File: src/rtl/ring_addr_pkg.sv
package ring_addr_pkg;

    localparam int RAG_OFS_W   = 20;  // widest ring offset (1M words)
    localparam int RAG_MIN_LOG = 13;  // log2 of smallest ring (8K words)
    localparam int RAG_SEL_W   = 3;   // ring size code width
    localparam int RAG_AW      = 24;  // memory word address width
    localparam int RAG_NPTR    = 32;  // pointer register count

    typedef enum logic [1:0] {
        TGT_NONE,
        TGT_PTR,
        TGT_BASE,
        TGT_SIZE
    } host_tgt_t;

    typedef enum logic {
        ACC_IDLE,
        ACC_OUT
    } acc_state_t;

endpackage

File: src/rtl/ring_host_regs.sv
module ring_host_regs
    import ring_addr_pkg::*;
#(
    parameter int OFS_W   = RAG_OFS_W,
    parameter int MIN_LOG = RAG_MIN_LOG,
    parameter int SEL_W   = RAG_SEL_W,
    parameter int AW      = RAG_AW,
    parameter int NPTR    = RAG_NPTR,
    localparam int PIDX_W = $clog2(NPTR),
    localparam int HA_W   = PIDX_W + 1
) (
    input  logic              clk,
    input  logic              rst_n,
    input  logic              hw_en,
    input  logic [HA_W-1:0]   hw_addr,
    input  logic [AW-1:0]     hw_data,
    input  logic [PIDX_W-1:0] rd_idx,
    output logic [OFS_W-1:0]  rd_ptr,
    output logic [AW-1:0]     base_q,
    output logic [OFS_W-1:0]  ring_mask
);

    host_tgt_t               tgt;
    logic [SEL_W-1:0]        size_q;
    logic [OFS_W-1:0]        ptr_q [NPTR];
    logic [OFS_W:0]          ring_words;
    logic                    unused_hi;

    assign unused_hi = ^hw_data[AW-1:OFS_W];

    // Decode the host address into a write target.
    always_comb begin
        tgt = TGT_NONE;
        if (hw_en) begin
            if (!hw_addr[HA_W-1]) begin
                tgt = TGT_PTR;
            end else if (hw_addr[PIDX_W-1:0] == PIDX_W'(0)) begin
                tgt = TGT_BASE;
            end else if (hw_addr[PIDX_W-1:0] == PIDX_W'(1)) begin
                tgt = TGT_SIZE;
            end
        end
    end

    // Pointer file, one register per slot.
    generate
        for (genvar gi = 0; gi < NPTR; gi++) begin : g_ptr
            always_ff @(posedge clk) begin
                if (!rst_n) begin
                    ptr_q[gi] <= '0;
                end else if (tgt == TGT_PTR && hw_addr[PIDX_W-1:0] == PIDX_W'(gi)) begin
                    ptr_q[gi] <= hw_data[OFS_W-1:0];
                end
            end
        end
    endgenerate

    always_ff @(posedge clk) begin
        if (!rst_n) begin
            base_q <= '0;
            size_q <= '0;
        end else begin
            unique case (tgt)
                TGT_BASE: base_q <= hw_data;
                TGT_SIZE: size_q <= hw_data[SEL_W-1:0];
                TGT_PTR,
                TGT_NONE: ;
            endcase
        end
    end

    // Ring size is a power of two; the mask is size minus one.
    assign ring_words = (OFS_W+1)'(1) << (MIN_LOG + int'(size_q));
    assign ring_mask  = ring_words[OFS_W-1:0] - OFS_W'(1);

    assign rd_ptr = ptr_q[rd_idx];

endmodule

File: src/rtl/ring_offset_counter.sv
module ring_offset_counter
    import ring_addr_pkg::*;
#(
    parameter int OFS_W = RAG_OFS_W
) (
    input  logic             clk,
    input  logic             rst_n,
    input  logic             sample_tick,
    input  logic [OFS_W-1:0] ring_mask,
    output logic [OFS_W-1:0] cnt_q
);

    logic [OFS_W-1:0] cnt_d;

    always_comb begin
        cnt_d = cnt_q;
        if (sample_tick) begin
            cnt_d = (cnt_q - OFS_W'(1)) & ring_mask;
        end
    end

    always_ff @(posedge clk) begin
        if (!rst_n) begin
            cnt_q <= '0;
        end else begin
            cnt_q <= cnt_d;
        end
    end

endmodule

File: src/rtl/ring_addr_calc.sv
module ring_addr_calc
    import ring_addr_pkg::*;
#(
    parameter int OFS_W = RAG_OFS_W,
    parameter int AW    = RAG_AW
) (
    input  logic             clk,
    input  logic             rst_n,
    input  logic             acc_req,
    input  logic             acc_rel,
    input  logic [OFS_W-1:0] ptr_val,
    input  logic [OFS_W-1:0] cnt_val,
    input  logic [OFS_W-1:0] ring_mask,
    input  logic [AW-1:0]    base_val,
    output logic             acc_valid,
    output logic [AW-1:0]    acc_addr
);

    acc_state_t       state_q;
    acc_state_t       state_d;
    logic [OFS_W-1:0] ofs_c;
    logic [AW-1:0]    addr_c;
    logic [AW-1:0]    addr_q;

    always_comb begin
        ofs_c  = acc_rel ? ((ptr_val + cnt_val) & ring_mask) : (ptr_val & ring_mask);
        addr_c = base_val + {{(AW-OFS_W){1'b0}}, ofs_c};
    end

    // Next state: ACC_IDLE -> ACC_OUT on a request; ACC_OUT -> ACC_OUT on a
    // back-to-back request, otherwise back to ACC_IDLE.
    always_comb begin
        unique case (state_q)
            ACC_IDLE: state_d = acc_req ? ACC_OUT : ACC_IDLE;
            ACC_OUT:  state_d = acc_req ? ACC_OUT : ACC_IDLE;
        endcase
    end

    always_ff @(posedge clk) begin
        if (!rst_n) begin
            state_q <= ACC_IDLE;
            addr_q  <= '0;
        end else begin
            state_q <= state_d;
            if (acc_req) begin
                addr_q <= addr_c;
            end
        end
    end

    always_comb begin
        unique case (state_q)
            ACC_IDLE: acc_valid = 1'b0;
            ACC_OUT:  acc_valid = 1'b1;
        endcase
        acc_addr = addr_q;
    end

endmodule

File: src/rtl/ring_addr_gen.sv
module ring_addr_gen
    import ring_addr_pkg::*;
#(
    parameter int OFS_W   = RAG_OFS_W,
    parameter int MIN_LOG = RAG_MIN_LOG,
    parameter int SEL_W   = RAG_SEL_W,
    parameter int AW      = RAG_AW,
    parameter int NPTR    = RAG_NPTR,
    localparam int PIDX_W = $clog2(NPTR),
    localparam int HA_W   = PIDX_W + 1
) (
    input  logic              clk,
    input  logic              rst_n,
    input  logic              sample_tick,
    input  logic              acc_req,
    input  logic [PIDX_W-1:0] acc_ptr,
    input  logic              acc_rel,
    input  logic              hw_en,
    input  logic [HA_W-1:0]   hw_addr,
    input  logic [AW-1:0]     hw_data,
    output logic              acc_valid,
    output logic [AW-1:0]     acc_addr
);

    logic [OFS_W-1:0] sel_ptr;
    logic [OFS_W-1:0] cnt_q;
    logic [OFS_W-1:0] ring_mask;
    logic [AW-1:0]    base_q;

    ring_host_regs #(
        .OFS_W(OFS_W), .MIN_LOG(MIN_LOG), .SEL_W(SEL_W), .AW(AW), .NPTR(NPTR)
    ) u_regs (
        .clk(clk), .rst_n(rst_n),
        .hw_en(hw_en), .hw_addr(hw_addr), .hw_data(hw_data),
        .rd_idx(acc_ptr), .rd_ptr(sel_ptr),
        .base_q(base_q), .ring_mask(ring_mask)
    );

    ring_offset_counter #(.OFS_W(OFS_W)) u_cnt (
        .clk(clk), .rst_n(rst_n),
        .sample_tick(sample_tick), .ring_mask(ring_mask), .cnt_q(cnt_q)
    );

    ring_addr_calc #(.OFS_W(OFS_W), .AW(AW)) u_calc (
        .clk(clk), .rst_n(rst_n),
        .acc_req(acc_req), .acc_rel(acc_rel),
        .ptr_val(sel_ptr), .cnt_val(cnt_q), .ring_mask(ring_mask),
        .base_val(base_q),
        .acc_valid(acc_valid), .acc_addr(acc_addr)
    );

endmodule

File: config.mk
export PLATFORM = sky130hd
export DESIGN_NAME = ring_addr_gen
export DESIGN_NICKNAME = d
export VERILOG_FILES = /design/src/rtl/ring_addr_pkg.sv /design/src/rtl/ring_host_regs.sv /design/src/rtl/ring_offset_counter.sv /design/src/rtl/ring_addr_calc.sv /design/src/rtl/ring_addr_gen.sv
export SDC_FILE = /design/constraint.sdc
export NUM_CORES = 1
export LEC_CHECK = 0
export BUFFER_PORTS_ARGS = -buffer_cell sky130_fd_sc_hd__buf_2
export CAP_MARGIN = 20
export CORE_UTILIZATION = 25
export DETAILED_ROUTE_END_ITERATION = 8
export SYNTH_ARGS = -nofsm -noshare
export SYNTH_HDL_FRONTEND = slang
export SYNTH_SLANG_ARGS = --single-unit
File: constraint.sdc
create_clock -name clk -period 5.9 [get_ports clk]
set_input_delay 0.295 -clock clk [delete_from_list [all_inputs] [get_ports clk]]
set_output_delay 0.295 -clock clk [all_outputs]
set_load 0.05 [all_outputs]
== Yosys cells after proc, flatten, opt, wreduce, memory -nomap -nowiden ==
Memories as Yosys holds them, arrays and structs flattened.
Index checks and enable logic that the tools add are counted.
Operators by class
  $add $sub $neg: 5
  eq/ne operators: 34
  shift-type cells: 1
  multiplexer cells: 136
  bitwise gates (word level): 36
  reductions and logical operators: 33
Operator list (count)
  $mux 20: 33
  $mux 1: 98
  $eq 5x5->1 const B: 16
  $and 20x20->20: 3
  $eq 5x4->1 const B: 8
  $sub 20x1->20 const B: 2
  $logic_and 1x1->1: 32
  $or 1x1->1: 32
  $shl 1x32->20 const A: 1
  $add 24x20->24: 1
  $add 20x20->20: 1
  $eq 5x3->1 const B: 4
  $eq 5x2->1 const B: 2
  $mux 2: 4
  $add 4x3->5 const A: 1
  $eq 5x1->1 const B: 1
  $logic_not 5->1: 1
  $eq 2x2->1 const B: 2
  $eq 2x1->1 const B: 1
  $pmux 1 s2: 1
  $not 1->1: 1
Word-level totals
  register bits after elaboration: 72
  RAM bits: 640
  bits of input ports: 41
  memories kept: 1
Memory list
  u_regs.ptr_q: words 32, width 20, rd ports 1, clocked after Yosys merged registers in 0, write ports 32, line ring_host_regs.sv:25  | logic [OFS_W-1:0] ptr_q [NPTR];

== Logic depth before layout (Yosys ltp) ==
Gate-level depths: netlist of the first run.
  depth after elaboration: 11
  depth in mapped cells: 25
  gate-level depth less buffers: 21

== Hierarchy ==
From an unflattened synthesis of the first run, not the netlist that was laid out.
Second synthesis, totals
  cell total of the unflattened synthesis: 2985
  area total of the unflattened synthesis: 35739.3 um2
Modules (own cells, without submodules)
  ring_host_regs: instances 1, cells each 2397, area each 31298.8 um2
  ring_addr_calc: instances 1, cells each 466, area each 3392.0 um2
  ring_offset_counter: instances 1, cells each 122, area each 1048.5 um2

== Worst setup path after synthesis of the first run ==
OpenSTA, ideal clock, no wires.
  path kind: in2reg
  start: input acc_ptr[1]
  end: register u_calc.addr_q[23], in the netlist u_calc.acc_addr[23]
  library setup time: 0.124 ns
  arrival time: 6.334 ns
  required time: 5.776 ns
  path slack: -0.558 ns
  stages: 23
  path buffers: 4
  cells stage by stage: clkbuf_1 > clkbuf_1 > clkbuf_1 > mux4_2 > mux4_2 > mux2_2 > ha_1 > fa_1 > a21o_1 > a21o_1 > a2111oi_0 > o21bai_1 > xnor2_1 > a211oi_1 > ha_1 > clkbuf_1 > a21o_1 > a21o_1 > a221oi_1 > o21ai_0 > a2111oi_0 > a21oi_1 > mux2i_1
On the way
  cells in the longest elaborated chain, start to end: 5
  elaborated cells between the ends (all ways): 6
Ends and longest elaborated chain
  start: declaration: line ring_addr_gen.sv:16  | input logic [PIDX_W-1:0] acc_ptr,
  $mem_v2 32x20 *
  $add 20x20->20: line ring_addr_calc.sv:26  | ofs_c = acc_rel ? ((ptr_val + cnt_val) & ring_mask) : (ptr_val & ring_mask);
  $and 20x20->20: line ring_addr_calc.sv:26
  $mux 20 *: line ring_addr_calc.sv:26
  $add 24x20->24 *: line ring_addr_calc.sv:27  | addr_c = base_val + {{(AW-OFS_W){1'b0}}, ofs_c};
  end signal: assignment: line ring_addr_calc.sv:46  | addr_q <= addr_c;
  end: declaration: line ring_addr_calc.sv:23  | logic [AW-1:0] addr_q;
Every way passes the cells marked *; elsewhere a longest branch is shown, timed or not.
A chain may end at the register's enable or synchronous reset.

== Worst setup path after layout of the first run ==
  start: memory u_regs.ptr_q[26][0] (netlist name)
  end: register u_calc.addr_q[21], in the netlist u_calc.acc_addr[21]
On the way
  cells in the longest elaborated chain, start to end: 5
  elaborated cells between the ends (all ways): 6
Ends and longest elaborated chain (line)
  start: declaration: ring_host_regs.sv:25
  $mem_v2 32x20 *
  $add 20x20->20: ring_addr_calc.sv:26
  $and 20x20->20: ring_addr_calc.sv:26
  $mux 20 *: ring_addr_calc.sv:26
  $add 24x20->24 *: ring_addr_calc.sv:27
Marks and branches as above.

==> results of run 1 <==
[cell type report]
class	instances	area [µm²]
fill	13600	95700
sequential	712	20700
multi-input combinational	1527	13200
tap	1781	2230
clock buffer	96	2120
timing repair buffer	210	1640
clock inverter	46	489
inverter	25	93.8
antenna	5	12.5
[critical path: cells and delay by family (launching register included)]
kind                     cells  cell delay (ns)
AO/OA/AOI/OAI               11             2.30
multiplexers                 3             1.26
adder cells (fa/ha/maj)      3             0.92
flip-flops                   1             0.41
buffers and inverters        2             0.33
XOR/XNOR                     1             0.17
AND/OR/NAND/NOR              2             0.15
[cells by family after synthesis]
kind of cell,after synthesis,share of synthesized area
compound gates,243,0.0441
xor+xnor,46,0.0117
fa+ha+maj,44,0.0164
buf+inv,241,0.0274
flops,712,0.600
mux,240,0.143
simple gates,954,0.157
[synthesized netlist by cell type, types with 4 or more instances]
cell,instances
and2_1,641
edfxtp_1,640
mux4_2,200
clkbuf_1,188
nor2_1,112
nand2_1,106
dfxtp_1,72
o21ai_0,70
a21oi_1,66
ha_1,42
a211oi_1,36
xnor2_1,23
xor2_1,23
mux2_2,22
inv_1,21
nand3_1,19
mux2i_1,18
nor3_1,15
a21o_1,13
buf_2,13
nor2b_1,12
a31oi_1,9
buf_1,9
and3_1,7
o211ai_1,6
or3_1,6
nand3b_1,5
nand4_1,5
nor4_1,5
o21a_1,5
buf_4,4
clkinv_1,4
nand2b_1,4
o31ai_1,4
or4_1,4
[sequential cells by signal, indices dropped and copies added, names as in the netlist]
| name | count |
|---|---|
| u_regs.size_q | 3 |
| u_regs.ptr_q | 640 |
| u_cnt.cnt_q | 20 |
| u_calc.state_q | 1 |
| u_regs.base_q | 24 |
| u_calc.acc_addr | 24 |
[worst min path at each step]
stage	from	endpoint	cells past startpoint
finish	rst_n	u_calc.acc_addr[23]$_SDFFE_PN0P_	3
global route	rst_n	u_calc.acc_addr[23]$_SDFFE_PN0P_	3
CTS	rst_n	u_calc.acc_addr[23]$_SDFFE_PN0P_	3
detailed placement	u_calc.acc_addr[17]$_SDFFE_PN0P_	u_calc.acc_addr[17]$_SDFFE_PN0P_	2
global placement	u_calc.acc_addr[15]$_SDFFE_PN0P_	u_calc.acc_addr[15]$_SDFFE_PN0P_	2
floorplan	hw_data[0]	u_regs.base_q[0]$_SDFFE_PN0N_	2
[through the flow]
stage / total power, mW / worst slack [ns] / util / setup TNS, ns
5_1_grt: 12.8 / -0.000535 / 0.297 / -0.000919
2_1_floorplan: 6.85 / 0.0166 / - / 0
4_1_cts: 12.5 / 0.0125 / 0.296 / 0
6_report: 12.4 / 0.238 / 0.297 / 0
3_5_place_dp: 7.44 / -0.162 / 0.277 / -0.439
3_3_place_gp: 7.42 / -0.0939 / 0.276 / -0.336
[power by group]
group / internal (mW) / switching (mW)
clock: 3.00 / 2.04
sequential: 5.75 / 0.0985
combinational: 0.612 / 0.885
[layer usage]
layer | track usage | vias to the layer above
met4 | 0.0450 | 20
met1 | 0.193 | 10600
met2 | 0.218 | 833
li1 | - | 9262
met3 | 0.0313 | 145
met5 | 0 | -
[timing repair]
action,CTS,global route
buffers inserted,0,2
gates resized for setup,0,14
endpoints found under the setup margin,0,11
hold buffers,4,0
hold endpoints to repair,4,0
==> summary.txt, run 1 <==
Min path
  • Worst hold path type: input port to flop

Worst setup path
  • Critical Path Max Stage Delay: 0.49 ns
  • CP Launch Point: u_regs.ptr_q[26][0]$_SDFFCE_PN0P_
  • Worst r2r src: u_regs.ptr_q[26][0]$_SDFFCE_PN0P_
  • Worst r2r path cells: 22
  • CP cell instances: mux4_2 -> mux4_2 -> mux2_2 -> ha_1 -> fa_1 -> a21o_1 -> a21o_1 -> a2111oi_4 -> buf_4 -> o211ai_1 -> a31oi_1 -> nor4b_1 -> a221o_1 -> ha_1 -> buf_4 -> a21oi_1 -> o221ai_1 -> a211oi_1 -> nor2_1 -> a21oi_1 -> xor2_1 -> a21oi_1
  • R2R Path End: u_calc.acc_addr[21]$_SDFFE_PN0P_
  • Worst EP required: 6.39 ns
  • Crit path capture: u_calc.acc_addr[21]$_SDFFE_PN0P_
  • Critical Path Start Type: flop
  • Crit end category: flop
  • Reg2Reg Setup Slack: 0.24 ns
  • Crit-path slowest cell: mux4_2
  • Crit Path Max Fanout: 4
  • Critical Path AT: 6.16 ns
  • Crit Path Category: flop to flop
  • CP most frequent cell: a21oi_1

Final layout
  • Post-route insts no fill: 4402
  • Most common cell after layout, fill and taps aside: and2_1
  • Commonest cells after routing, fill and taps aside: and2_1, edfxtp_1, mux4_2, buf_4, nand2_1
  • Final instance area: 0.0405 mm²
  • Layout cells sized above 1: 0.238
  • Area grow syn2layout: 17.4%
  • Fin nets: 2639

Timing
  • Slew HR: 0.211
  • Period minus WS final: 5.66 ns
  • Clk_skew: 0.0245 ns
  • Final Hold Fails: 0
  • Post-route clock period utilization: 0.960
  • F_max: 177 MHz
  • Final hold slack: 0.111 ns
  • Final slew viol count: 0
  • Final setup vio count: 0
  • Worst-Margin Slew: 1.18 ns

Pwr
  • Max VDD drop: 0.221 mV
  • Pwr dens: 306 mW/mm²
  • P_leak: 14.0 nW

Clocking
  • Root Buffer: clkbuf_16
  • Clock slew seen by the registers of the worst setup and hold paths: 0.06 ns
  • TritonCTS buffer count: 78
  • CTS tree: yes
  • Clock latency on the worst-skew pair: 0.64 ns
  • H-tree Lvls: 3
  • Clk sinks: 712
  • CTS max path bufs: 3

Placement
  • Number of port buffers: 65
  • Placed inst area: 0.0377 mm²
  • GP Congestion: 0.864
  • Post-DP HPWL: 63300 µm
  • Placed Cells: 4248

Routing
  • DR pass1 iterations: 5
  • Final wirelength: 99200 µm
  • First-iteration detailed-routing DRC count: 2349
  • Drt wl/cell: 22.5 µm
  • Top Layer Used: met5
  • Met2 wire len: 45400 µm
  • Routed Antenna Nets: 0
  • M1 WL: 43000 µm
  • Metal3 WL: 8080 µm
  • Via count: 20900
  • Vias/cell: 4.74
  • Drc violations: 0

Synth
  • Seq/Total Area, Yosys: 0.600
  • Post-synth EDFFs: 640
  • Syn Area/Cell: 13.9 µm²
  • Post-Syn Area: 0.0344 mm²
  • Synth Instances: 2480
  • Share of synthesized flip-flops with an asynchronous set or reset: 0
  • Synth top area share: 0.558
  • Cell taking the most area after synthesis: edfxtp_1
  • #FFs+latches synth: 712
  • Ys Warns: 0
  • Mapped Nets: 2565
  • Top post-synthesis cells by area: edfxtp_1, mux4_2, and2_1
  • Synth Flop Type: edfxtp_1
  • Post-synth cell types: 67

Floorplanning
  • Core area: 0.136 mm²
  • Io pins: 66
  • Die Y: 373 µm
  • Total die area: 0.139 mm²
  • Core Rows: 135
  • Die W: 373 µm
  • Initial core utilization: 0.253

Global routing
  • All-Layer GR Usage: 0.140
  • Largest net degree at the start of global routing: 62
  • Antenna violations before repair: 22
  • Vias in the first global route: 20700
  • Total gr overflow: 0
  • First-pass GRT wire length: 144000 µm

Job
  • Max Cap Viol: 0

Status
  • Status: finished clean
Power figures use the tool's default switching activity.
==> inputs of run 2 (changes only) <==
Settings changed: ABC_AREA set to 1, CORE_UTILIZATION 25 to 45, SLEW_MARGIN set to 20.
==> summary.txt, run 2 <==
Status
  • Status: finished clean

Worst setup path
  • Crit Path Max Fanout: 52
  • Critical Path AT: 5.39 ns
  • Worst r2r path cells: 27
  • Worst EP required: 6.42 ns
  • Critical Path Start Type: input port
  • Reg2Reg Setup Slack: 1.24 ns
  • Critical Path Max Stage Delay: 0.39 ns
  • CP Launch Point: acc_ptr[0]
  • R2R Path End: u_calc.acc_addr[20]$_SDFFE_PN0P_
  • Crit-path slowest cell: ha_1
  • Crit Path Category: input port to flop
  • Crit end category: flop
  • Worst r2r src: u_regs.ptr_q[17][1]$_SDFFCE_PN0P_
  • Crit path capture: u_calc.acc_addr[19]$_SDFFE_PN0P_

Floorplanning
  • Die Y: 281 µm
  • Die W: 281 µm
  • Core area: 0.0763 mm²
  • Initial core utilization: 0.458
  • Core Rows: 101
  • Io pins: 66
  • Total die area: 0.0787 mm²

Final layout
  • Layout cells sized above 1: 0.0710
  • Max FFs per register: 640
  • Fill count: 7065
  • Commonest cells after routing, fill and taps aside: nor2_1, nand2_1, edfxtp_1, nand3_1, o21ai_0
  • Area grow syn2layout: 11.2%
  • Final Core Density: 0.509
  • Most common cell after layout, fill and taps aside: nor2_1
  • Fin nets: 3909
  • Largest Register: u_regs.ptr_q

Synth
  • Mapped Nets: 3969
  • Top post-synthesis cells by area: edfxtp_1, nor2_1, nand2_1
  • Most frequent cell after synthesis: nor2_1
  • Synth top area share: 0.550
  • Post-Syn Area: 0.0349 mm²
  • Cell taking the most area after synthesis: edfxtp_1
  • Syn Area/Cell: 8.99 µm²
  • Synth Instances: 3884
  • Commonest cells post-synth: nor2_1, nand2_1, edfxtp_1
  • Synth Flop Type: edfxtp_1
  • #FFs+latches synth: 712
  • Ys Warns: 0
  • Share of synthesized flip-flops with an asynchronous set or reset: 0
  • Seq/Total Area, Yosys: 0.592
  • Post-synth EDFFs: 640
  • Post-synth cell types: 47

Global routing
  • All-Layer GR Usage: 0.278
  • First-pass GRT wire length: 164000 µm
  • Largest net degree at the start of global routing: 83
  • Vias in the first global route: 26000
  • Total gr overflow: 0
  • Antenna violations before repair: 2

Routing
  • Routed Antenna Nets: 0
  • Met2 wire len: 49600 µm
  • M1 WL: 46800 µm
  • Metal3 WL: 9140 µm
  • Drt wl/cell: 22.3 µm
  • Drc violations: 0
  • DR pass1 iterations: 6
  • Via count: 27700
  • Top Layer Used: met4
  • First-iteration detailed-routing DRC count: 3181
  • Final wirelength: 110000 µm
  • Vias/cell: 5.64

Timing
  • Final slew viol count: 0
  • Period minus WS final: 4.87 ns
  • Fin Setup TNS: 0 ns
  • Final hold slack: 0.0513 ns
  • Post-route clock period utilization: 0.825
  • Worst-Margin Slew: 1.14 ns
  • RSZ-0062 raised after global routing: no
  • Clk_skew: 0.0171 ns
  • Final setup vio count: 0
  • Final Hold Fails: 0
  • F_max: 205 MHz
  • Slew HR: 0.235
  • Final WS setup: 1.03 ns

Pwr
  • Pwr dens: 314 mW/mm²
  • Max VDD drop: 0.203 mV
  • P_leak: 15.3 nW
  • Overall power: 12.2 mW

Placement
  • Post-place setup slack: 0.500 ns
  • GP Congestion: 0.984
  • Post-DP HPWL: 66300 µm
  • Number of port buffers: 65

Clocking
  • Root Buffer: clkbuf_16
  • H-tree Lvls: 3
  • CTS tree: yes
  • Clock latency on the worst-skew pair: 0.62 ns
  • CTS max path bufs: 3
  • Post-CTS Resized: 0
  • Clock slew seen by the registers of the worst setup and hold paths: 0.06 ns
  • TritonCTS buffer count: 79
  • Clk sinks: 712

Min path
  • Worst hold path type: input port to flop

Job
  • Max Cap Viol: 0
## run 2: routing by layer
layer  global-route usage  vias to the layer above
met5                    0                        -
met4                0.115                        0
met3               0.0344                      162
met2                0.435                     1220
met1                0.393                    13400
li1                     -                    13000
## run 2: cells by family after synthesis
| group | share of synthesized area |
|---|---|
| XOR/XNOR | 0.00602 |
| adder cells (fa/ha/maj) | 0.0162 |
| flip-flops | 0.592 |
| AO/OA/AOI/OAI | 0.0912 |
| AND/OR/NAND/NOR | 0.238 |
| buffers and inverters | 0.0570 |
## run 2: what timing repair did
item / 4_1_cts / 5_1_grt
hold endpoints to repair: 25 / 0
setup buffers: 0 / 0
hold buffers: 23 / 0
## run 2: layout make-up
class,count,area (µm²),area share
Sequential cell,712,20700,0.532
Multi-Input combinational cell,2690,12300,0.317
Clock buffer,104,2180,0.0560
Timing Repair Buffer,157,1290,0.0333
Tap cell,1030,1290,0.0332
Inverter,184,703,0.0181
Clock inverter,42,388,0.00999
Antenna cell,2,5.00,0.000129
## run 2: critical path, delay by kind of cell
kind                       cells  cell delay (ns)
buffers and inverters          8             1.39
AOI/OAI and AO/OA              5             0.87
adders and majority gates      2             0.68
and+or+nand+nor               14             2.04
## run 2: worst min path at each step
stage	start	endpoint	slack, ns	cells after the start
after floorplan	u_regs.base_q[10]$_SDFFE_PN0N_	u_regs.base_q[10]$_SDFFE_PN0N_	0.43	2
after global placement	u_regs.base_q[2]$_SDFFE_PN0N_	u_regs.base_q[2]$_SDFFE_PN0N_	0.44	2
after detailed placement	u_regs.base_q[3]$_SDFFE_PN0N_	u_regs.base_q[3]$_SDFFE_PN0N_	0.45	2
after CTS	hw_data[0]	u_regs.base_q[0]$_SDFFE_PN0N_	0.02	3
after global routing	hw_data[0]	u_regs.base_q[0]$_SDFFE_PN0N_	0.06	3
final	hw_data[0]	u_regs.base_q[0]$_SDFFE_PN0N_	0.05	3
## run 2: power breakdown
group,total (mW),internal [mW],switching (mW)
combinational,1.42,0.380,1.04
clock,4.94,2.90,2.04
sequential,5.84,5.75,0.0884
total,12.2,9.04,3.17
## run 2: stage by stage
stage                     instances  cell area, µm²
after CTS                      4916           38800
final                          4921           38800
after floorplan                3884           34900
after detailed placement       4747           36000
after global placement         4746           35900
after global routing           4920           38800
